--- src/rtl/ahb_apb_bridge_pkg.sv ---
package ahb_apb_bridge_pkg;

    typedef enum logic [2:0] {
        ST_IDLE,
        ST_PEND,
        ST_SETUP,
        ST_ACCESS,
        ST_ERR1,
        ST_ERR2
    } bridge_state_t;

    localparam logic [1:0] TRANS_NONSEQ = 2'b10;
    localparam logic [1:0] TRANS_SEQ    = 2'b11;

endpackage

--- src/rtl/ahb_apb_bridge_xlate.sv ---
module ahb_apb_bridge_xlate #(
    parameter int LANES = 4,
    parameter int LO_W  = $clog2(LANES)
) (
    input  logic             is_write,
    input  logic [2:0]       size,
    input  logic [LO_W-1:0]  addr_lo,
    input  logic             prot_priv,
    input  logic             prot_data,
    output logic [LANES-1:0] strb,
    output logic [2:0]       pprot
);

    // A lane is enabled when it falls in the same size-aligned block as the address.
    always_comb begin
        for (int i = 0; i < LANES; i++) begin
            logic [LO_W-1:0] lane;
            lane = LO_W'(i);
            strb[i] = is_write &&
                      ((32'(size) >= LO_W) || ((lane >> size) == (addr_lo >> size)));
        end
    end

    assign pprot = {~prot_data, 1'b0, prot_priv};

endmodule

--- src/rtl/ahb_apb_bridge_fsm.sv ---
module ahb_apb_bridge_fsm
    import ahb_apb_bridge_pkg::*;
#(
    parameter bit EARLY_DONE = 1'b0
) (
    input  logic          clk,
    input  logic          rst_n,
    input  logic          pclk_en,
    input  logic          accept,
    input  logic          apb_ready,
    input  logic          apb_slverr,
    output bridge_state_t state,
    output logic          done,
    output logic          psel,
    output logic          penable,
    output logic          readyout,
    output logic          resp,
    output logic          active
);

    bridge_state_t state_nx;

    assign done = (state == ST_ACCESS) && pclk_en && apb_ready;

    always_ff @(posedge clk or negedge rst_n) begin
        if (!rst_n) state <= ST_IDLE;
        else        state <= state_nx;
    end

    always_comb begin
        state_nx = state;
        unique case (state)
            ST_IDLE:   if (accept)  state_nx = ST_PEND;
            ST_PEND:   if (pclk_en) state_nx = ST_SETUP;
            ST_SETUP:  if (pclk_en) state_nx = ST_ACCESS;
            ST_ACCESS: if (done) begin
                if (apb_slverr)  state_nx = ST_ERR1;
                else if (accept) state_nx = ST_PEND;
                else             state_nx = ST_IDLE;
            end
            ST_ERR1:   state_nx = ST_ERR2;
            ST_ERR2:   state_nx = accept ? ST_PEND : ST_IDLE;
            default:   state_nx = ST_IDLE;
        endcase
    end

    always_comb begin
        psel     = 1'b0;
        penable  = 1'b0;
        readyout = 1'b0;
        resp     = 1'b0;
        active   = 1'b0;
        unique case (state)
            ST_IDLE:   readyout = 1'b1;
            ST_PEND:   active = 1'b1;
            ST_SETUP: begin
                psel   = 1'b1;
                active = 1'b1;
            end
            ST_ACCESS: begin
                psel     = 1'b1;
                penable  = 1'b1;
                active   = 1'b1;
                readyout = EARLY_DONE && done && !apb_slverr;
            end
            ST_ERR1:   resp = 1'b1;
            ST_ERR2: begin
                resp     = 1'b1;
                readyout = 1'b1;
            end
            default:   readyout = 1'b1;
        endcase
    end

endmodule

--- src/rtl/ahb_apb_bridge.sv ---
module ahb_apb_bridge
    import ahb_apb_bridge_pkg::*;
#(
    parameter int ADDR_W    = 16,
    parameter int DATA_W    = 32,
    parameter bit REG_RDATA = 1'b1,
    parameter bit REG_WDATA = 1'b0,
    localparam int LANES    = DATA_W / 8,
    localparam int LO_W     = $clog2(LANES)
) (
    input  logic              clk,
    input  logic              rst_n,
    input  logic              pclk_en,
    input  logic              ahb_sel,
    input  logic [ADDR_W-1:0] ahb_addr,
    input  logic [1:0]        ahb_trans,
    input  logic [2:0]        ahb_size,
    input  logic [1:0]        ahb_prot,
    input  logic              ahb_write,
    input  logic              ahb_ready_in,
    input  logic [DATA_W-1:0] ahb_wdata,
    output logic              ahb_readyout,
    output logic [DATA_W-1:0] ahb_rdata,
    output logic              ahb_resp,
    output logic [ADDR_W-1:0] apb_addr,
    output logic              apb_sel,
    output logic              apb_enable,
    output logic              apb_write,
    output logic [DATA_W-1:0] apb_wdata,
    output logic [LANES-1:0]  apb_strb,
    output logic [2:0]        apb_prot,
    input  logic [DATA_W-1:0] apb_rdata,
    input  logic              apb_ready,
    input  logic              apb_slverr,
    output logic              apb_active
);

    bridge_state_t     state;
    logic              accept;
    logic              done;
    logic [ADDR_W-1:0] cap_addr;
    logic              cap_write;
    logic [2:0]        cap_size;
    logic [1:0]        cap_prot;
    logic [DATA_W-1:0] wdata_q;
    logic [DATA_W-1:0] rdata_q;

    assign accept = ahb_sel && ahb_ready_in &&
                    ((ahb_trans == TRANS_NONSEQ) || (ahb_trans == TRANS_SEQ));

    ahb_apb_bridge_fsm #(
        .EARLY_DONE (!REG_RDATA)
    ) u_fsm (
        .clk        (clk),
        .rst_n      (rst_n),
        .pclk_en    (pclk_en),
        .accept     (accept),
        .apb_ready  (apb_ready),
        .apb_slverr (apb_slverr),
        .state      (state),
        .done       (done),
        .psel       (apb_sel),
        .penable    (apb_enable),
        .readyout   (ahb_readyout),
        .resp       (ahb_resp),
        .active     (apb_active)
    );

    always_ff @(posedge clk or negedge rst_n) begin
        if (!rst_n) begin
            cap_addr  <= '0;
            cap_write <= 1'b0;
            cap_size  <= '0;
            cap_prot  <= '0;
        end else if (accept) begin
            cap_addr  <= ahb_addr;
            cap_write <= ahb_write;
            cap_size  <= ahb_size;
            cap_prot  <= ahb_prot;
        end
    end

    ahb_apb_bridge_xlate #(
        .LANES (LANES),
        .LO_W  (LO_W)
    ) u_xlate (
        .is_write  (cap_write),
        .size      (cap_size),
        .addr_lo   (cap_addr[LO_W-1:0]),
        .prot_priv (cap_prot[1]),
        .prot_data (cap_prot[0]),
        .strb      (apb_strb),
        .pprot     (apb_prot)
    );

    assign apb_addr  = {cap_addr[ADDR_W-1:LO_W], {LO_W{1'b0}}};
    assign apb_write = cap_write;

    // Write data is valid on the AHB side while the bridge waits to start the APB transfer.
    always_ff @(posedge clk or negedge rst_n) begin
        if (!rst_n)                 wdata_q <= '0;
        else if (state == ST_PEND)  wdata_q <= ahb_wdata;
    end

    always_ff @(posedge clk or negedge rst_n) begin
        if (!rst_n)    rdata_q <= '0;
        else if (done) rdata_q <= apb_rdata;
    end

    assign apb_wdata = REG_WDATA ? wdata_q : ahb_wdata;
    assign ahb_rdata = REG_RDATA ? rdata_q : apb_rdata;

endmodule

--- config.mk ---
export PLATFORM = sky130hd
export DESIGN_NAME = ahb_apb_bridge
export DESIGN_NICKNAME = d
export VERILOG_FILES = /design/src/rtl/ahb_apb_bridge_pkg.sv /design/src/rtl/ahb_apb_bridge_xlate.sv /design/src/rtl/ahb_apb_bridge_fsm.sv /design/src/rtl/ahb_apb_bridge.sv
export SDC_FILE = /design/constraint.sdc
export NUM_CORES = 1
export LEC_CHECK = 0
export CORE_ASPECT_RATIO = 1.1
export CORE_MARGIN = 10
export CORE_UTILIZATION = 36
export CTS_CLUSTER_SIZE = 40
export DETAILED_ROUTE_END_ITERATION = 6
export PLACE_DENSITY = 0.84
export SETUP_SLACK_MARGIN = 0.02
export SKIP_LAST_GASP = 1
export SYNTH_ARGS = -nofsm -noshare
export SYNTH_HDL_FRONTEND = slang
export SYNTH_SLANG_ARGS = --single-unit
--- constraint.sdc ---
create_clock -name clk -period 2 [get_ports clk]
set_clock_uncertainty 0.1 [all_clocks]
set_input_delay 0.4 -clock clk [delete_from_list [all_inputs] [get_ports clk]]
set_output_delay 0.4 -clock clk [all_outputs]
set_load 0.01 [all_outputs]
======== Word level (Yosys, flattened, before mapping) ========
Cells that the tools add are included.
Widths: inputs -> output; s select.
word-level totals
  flip-flop bits (word level) ............. 57
  input bits .............................. 95
  output and inout port bits .............. 93
  logic and storage cells ................. 59
operators by class
  order comparisons ....................... 1
  eq/ne operators ......................... 15
  shift-type cells ........................ 5
  mux-type cells .......................... 12
  bitwise operators ....................... 1
  reductions and logical operators ........ 19
operators with widths
  kind                 number
  $pmux 3 s6           1
  $mux 3               5
  $eq 2x2->1           4
  $logic_and 1x1->1    8
  $ne 2x2->1 const B   4
  $eq 3x2->1 const B   2
  $eq 3x3->1 const B   2
  $mux 1               6
  $shr 1x3->2 const A  2
  $shr 2x3->2 const A  2
  $logic_or 1x1->1     5
  $eq 2x2->1 const B   2
  $reduce_and 4->1     1
  $reduce_or 2->1      2
  $reduce_or 4->1      1
  $eq 3x1->1 const B   1
  $ge 3x2->1 const B   1
  $logic_not 3->1      1
  $reduce_or 3->1      1
  $shr 2x3->2          1
  $not 1->1            1

======== Longest topological paths before layout ========
Gate-level depths: netlist of run 1.
  word-level depth ........................ 7
  gate-level depth with buffers ........... 5
  gate-level depth less buffers ........... 3

======== Hierarchy ========
From an unflattened synthesis of run 1, not the netlist that was laid out.
unflattened totals
  cells, all modules ...................... 205
  area, all modules ....................... 2802.7 µm²
modules (own cells, without submodules)
  module                times used  cells each  area an instance (µm²)  sequential area each (µm²)
  ahb_apb_bridge        1           165         2469.9                  1351.3
  ahb_apb_bridge_fsm    1           27          261.5                   75.1
  ahb_apb_bridge_xlate  1           13          71.3                    0.0

======== Worst setup path after synthesis of run 1 ========
No wires, ideal clock.
  path kind ............................... register to register
  from .................................... register u_fsm.state[1]
  to ...................................... register rdata_q[10] (netlist: ahb_rdata[10])
  arrival time ............................ 1298 ps
  required time ........................... 1775 ps
  setup slack ............................. 477 ps
  stages on the path, launching flop included .. 6
  buffers on the path ..................... 2
  period minus slack after synthesis ...... 1523 ps
  cell sequence ........................... dfrtp_1 nor2b_4 and2_4 buf_12 buf_12 mux2_4
on the way
  longest elaborated chain between the ends .. 3
ends and longest elaborated chain
  what                             RTL line                  RTL
  from (decl)                      ahb_apb_bridge_fsm.sv:12  output bridge_state_t state,
  from (signal assigned)           ahb_apb_bridge_fsm.sv:27  else state <= state_nx;
  $eq 3x2->1                       ahb_apb_bridge_fsm.sv:23  assign done = (state == ST_ACCESS) && pclk_en && apb_ready;
  $logic_and 1x1->1 (2 in series)  ahb_apb_bridge_fsm.sv:23
  to (signal assigned)             ahb_apb_bridge.sv:107     else if (done) rdata_q <= apb_rdata;
  to (decl)                        ahb_apb_bridge.sv:46      logic [DATA_W-1:0] rdata_q;
Every way passes these cells.
A chain may end at the register's enable or synchronous reset.

======== Worst setup path in the final report of run 1 ========
  from .................................... register cap_size[2]
  to ...................................... output port apb_strb[1]
on the way
  longest elaborated chain between the ends .. 4
  elaborated cells between the ends (all ways) .. 6
ends and longest elaborated chain
  what                                               RTL line                    RTL
  from (decl)                                        ahb_apb_bridge.sv:43        logic [2:0] cap_size;
  from (signal assigned)                             ahb_apb_bridge.sv:78        cap_size <= ahb_size;
  $shr 2x3->2 / $shr 1x3->2 (equally long branches)  ahb_apb_bridge_xlate.sv:20  ((32'(size) >= LO_W) || ((lane >> size) == (addr_lo >> size)));
  $eq 2x2->1                                         ahb_apb_bridge_xlate.sv:20
  $logic_or 1x1->1 *                                 ahb_apb_bridge_xlate.sv:20
  $logic_and 1x1->1 *                                ahb_apb_bridge_xlate.sv:19  strb[i] = is_write &&
  to (decl)                                          ahb_apb_bridge.sv:30        output logic [LANES-1:0] apb_strb,
Every way passes the cells marked *; elsewhere a longest branch is shown, timed or not.

==> impl_metrics.prom, run 1 <==
# TYPE chip_impl_metric gauge
chip_impl_metric{name="grt_overflow_total",unit=""} 0
chip_impl_metric{name="cts_buffers",unit=""} 9
chip_impl_info{name="cpMaxStageDelayCell",value="dfrtp_1"} 1
chip_impl_metric{name="netlist_area",unit="um2"} 2810
chip_impl_metric{name="antenna_found_initial",unit=""} 0
chip_impl_metric{name="starting_density_of_the_core",unit=""} 0.374
chip_impl_metric{name="yosysSeqAreaShare",unit=""} 0.507
chip_impl_metric{name="worstPathBufferInverterCount",unit=""} 1
chip_impl_metric{name="clkSinkCount",unit=""} 57
chip_impl_metric{name="cts-root-to-sink-buffers",unit=""} 2
chip_impl_metric{name="critical_path_required_time",unit="ps"} 1500
chip_impl_metric{name="power_density",unit="nW/um2"} 1340
chip_impl_info{name="launching_element_type_of_the_critical_path",value="register"} 1
chip_impl_metric{name="final-max-slew-violation-count",unit=""} 0
chip_impl_metric{name="detail_route.drc_violations",unit=""} 0
chip_impl_metric{name="dieHeight",unit="um"} 113
chip_impl_metric{name="vdd.ir_drop.worst",unit="mV"} 0.560
chip_impl_info{name="critical_path.top_delay_family",value="flip-flops"} 1
chip_impl_info{name="regToRegStartpoint",value="u_fsm.state[0]"} 1
chip_impl_metric{name="critPathMaxStageDelay",unit="ps"} 390
chip_impl_metric{name="number_of_synthesized_register_bits",unit=""} 57
chip_impl_metric{name="first_iter_violations",unit=""} 31
chip_impl_metric{name="fmax",unit="GHz"} 0.527
chip_impl_info{name="crit_start",value="cap_size[2]"} 1
chip_impl_metric{name="critical_path_arrival",unit="ps"} 1400
chip_impl_metric{name="syn_inst",unit=""} 199
chip_impl_metric{name="number_of_global_route_vias_before_repair",unit=""} 2056
chip_impl_metric{name="pin_count_of_the_biggest_net_entering_global_routing",unit=""} 58
chip_impl_metric{name="max-cap-violations",unit=""} 0
chip_impl_info{name="run_status",value="finished, final reports clean"} 1
chip_impl_metric{name="timing_hold_violations_final",unit=""} 0
chip_impl_info{name="grt_setup_unrepaired",value="false"} 1
chip_impl_info{name="hold_path.startpoint",value="cap_addr[13]"} 1
chip_impl_info{name="final_common_cell",value="clkdlybuf4s50_1"} 1
chip_impl_info{name="tritoncts",value="built"} 1
chip_impl_metric{name="vias_post_dr",unit=""} 1761
chip_impl_metric{name="grt_usage",unit=""} 0.118
chip_impl_metric{name="drt_pre_antenna_iters",unit=""} 3
chip_impl_metric{name="synth-warning-count",unit=""} 0
chip_impl_metric{name="clock_insertion_delay_worst_skew",unit="ps"} 320
chip_impl_metric{name="wire_length_of_the_first_global_routing_pass",unit="mm"} 11.1
chip_impl_info{name="worst_setup_path_end_kind",value="output pin"} 1
chip_impl_metric{name="fin_setup_tns",unit="ps"} 0
chip_impl_metric{name="r2r_setup_slack",unit="ps"} 360
chip_impl_info{name="mostFrequentLayoutCells",value="clkdlybuf4s50_1, dfrtp_1, mux2_4"} 1
chip_impl_metric{name="die_area",unit="um2"} 11800
chip_impl_info{name="hold_path.class",value="reg2reg"} 1
chip_impl_metric{name="synthToLayoutAreaGrowth",unit="%"} 44.3
chip_impl_metric{name="placement_rows",unit=""} 33
chip_impl_metric{name="cellLeakagePower",unit="nW"} 1.77
chip_impl_metric{name="finalHoldWorstSlack",unit="ps"} 402
chip_impl_info{name="path_type_of_the_worst_setup_path",value="reg2out"} 1
chip_impl_metric{name="die-width",unit="um"} 104
chip_impl_metric{name="routed_length_per_placed_instance",unit="um"} 17.5
chip_impl_metric{name="placedInstanceArea",unit="um2"} 3780
chip_impl_metric{name="drive_gt1_frac",unit=""} 0.313
chip_impl_metric{name="port-buffer-count",unit=""} 119
chip_impl_metric{name="drt_wl_total",unit="mm"} 6.97
chip_impl_metric{name="timing.critical_path.fanout_max",unit=""} 3
chip_impl_metric{name="post-dp-hpwl",unit="mm"} 5.35
chip_impl_metric{name="ioPinCount",unit=""} 188
chip_impl_info{name="clk_root_buffer_cell",value="clkbuf_8"} 1
chip_impl_metric{name="postRouteAntennaNets",unit=""} 0
chip_impl_metric{name="finish_stage_setup_viols",unit=""} 0
chip_impl_metric{name="fin_nets",unit=""} 384
chip_impl_metric{name="postSynthAreaPerCell",unit="um2"} 14.1
chip_impl_info{name="cell_breakdown_of_the_critical_path",value="nor2_2 > o21ai_0 > and2_1 > dlygate4sd2_1"} 1
chip_impl_metric{name="min_period_over_period",unit=""} 0.948
chip_impl_metric{name="design.core.area",unit="um2"} 7510
chip_impl_metric{name="synthDistinctLibCells",unit=""} 26
chip_impl_metric{name="min_period",unit="ps"} 1900
chip_impl_metric{name="final_gp_congestion",unit=""} 0.684
chip_impl_metric{name="avgViaCountPerCell",unit=""} 4.41
chip_impl_metric{name="layout.cell_area.non_filler",unit="um2"} 4060
chip_impl_metric{name="antennaDiodeCount",unit=""} 0
chip_impl_metric{name="depth_of_the_cts_h_tree",unit=""} 3
chip_impl_metric{name="clk_pin_slew",unit="ps"} 60
per-stage QoR:
step	power [mW]	setup WS [ps]	cells	utilization
5_1_grt	5.75	20.8	399	0.540
6_report	5.43	103	399	0.540
4_1_cts	5.53	59.8	397	0.538
3_3_place_gp	4.10	-1.52	379	0.504
3_5_place_dp	4.19	-47.3	379	0.504
2_1_floorplan	3.05	477	201	-
metal layers:
layer  share of wire  GRT usage
met1            0.37      0.117
met2            0.53      0.207
met3           0.079     0.0528
met4           0.019     0.0557
met5               0          0
power breakdown:
group / internal [mW] / switching, mW / total, mW / leakage (nW)
Sequential: 1.59 / 0.271 / 1.87 / 0.676
Combinational: 1.49 / 0.766 / 2.26 / 0.966
Clock: 0.855 / 0.450 / 1.30 / 0.126
Total: 3.94 / 1.49 / 5.43 / 1.77
layout make-up:
cell class / instances / area (um2)
fill: 657 / 3460
sequential: 57 / 1430
timing repair buffer: 133 / 1320
multi-input combinational: 83 / 915
clock buffer: 10 / 138
tap: 105 / 131
clock inverter: 6 / 105
inverter: 5 / 18.8
state kept, by name, summed over array words and instances (netlist names):
register	flops
apb_write	1
u_fsm.state	3
ahb_rdata	32
cap_prot	2
cap_addr	16
cap_size	3
cell usage after synthesis (all sizes together):
| cell type | number | share of area |
|---|---|---|
| dfrtp | 57 | 0.51 |
| a211oi | 1 | 0.0027 |
| a21oi | 2 | 0.0036 |
| maj3 | 1 | 0.0036 |
| mux2i | 1 | 0.0036 |
| buf | 56 | 0.17 |
| and2 | 3 | 0.0080 |
| a21boi | 2 | 0.0053 |
| o32ai | 1 | 0.0031 |
| a22o | 1 | 0.0031 |
| xnor2 | 1 | 0.0031 |
| o31a | 1 | 0.0031 |
| nand3 | 1 | 0.0018 |
| and3 | 1 | 0.0040 |
| o21a | 1 | 0.0027 |
| nor2 | 5 | 0.0067 |
| o21ai | 3 | 0.0053 |
| conb | 1 | 0.0013 |
| mux2 | 54 | 0.25 |
| nor2b | 1 | 0.0049 |
| inv | 5 | 0.0067 |
logic make-up after synthesis:
logic type,after synthesis,synth area share
AOI/OAI and AO/OA,12,0.0289
xor gates and xnor gates,1,0.00311
adders and majority gates,1,0.00356
buffers and inverters,61,0.172
DFF,57,0.507
muxes,55,0.258
other,1,0.00133
and+or+nand+nor,11,0.0254
worst paths after layout:
| check | depth (start not counted) | end |
|---|---|---|
| worst max register to register | 5 | ahb_rdata[22] |
| max in group asynchronous | 3 | u_fsm.state[1] |
| worst min register to register | 1 | cap_addr[13] |
| worst min-delay path | 1 | cap_addr[13] |
| worst max-delay path | 4 | apb_strb[1] |
| min in group asynchronous | 3 | ahb_rdata[11] |
timing repair:
item / CTS / global route
buffers inserted: 1 / 2
endpoints found under the setup margin: 9 / 2
cloned: 0 / 0
pin swaps: 0 / 1
gates resized for setup: 13 / 1
hold buffers: 1 / 0
hold endpoints to repair: 57 / 0
(Power assumes the default switching activity.)
==> run 2: changes to the inputs <==
- CTS_CLUSTER_DIAMETER: not set -> 150
- HOLD_SLACK_MARGIN: not set -> 0.12
==> results of run 2 <==
The final DEF is identical to that of run 1; final timing and power are the same.
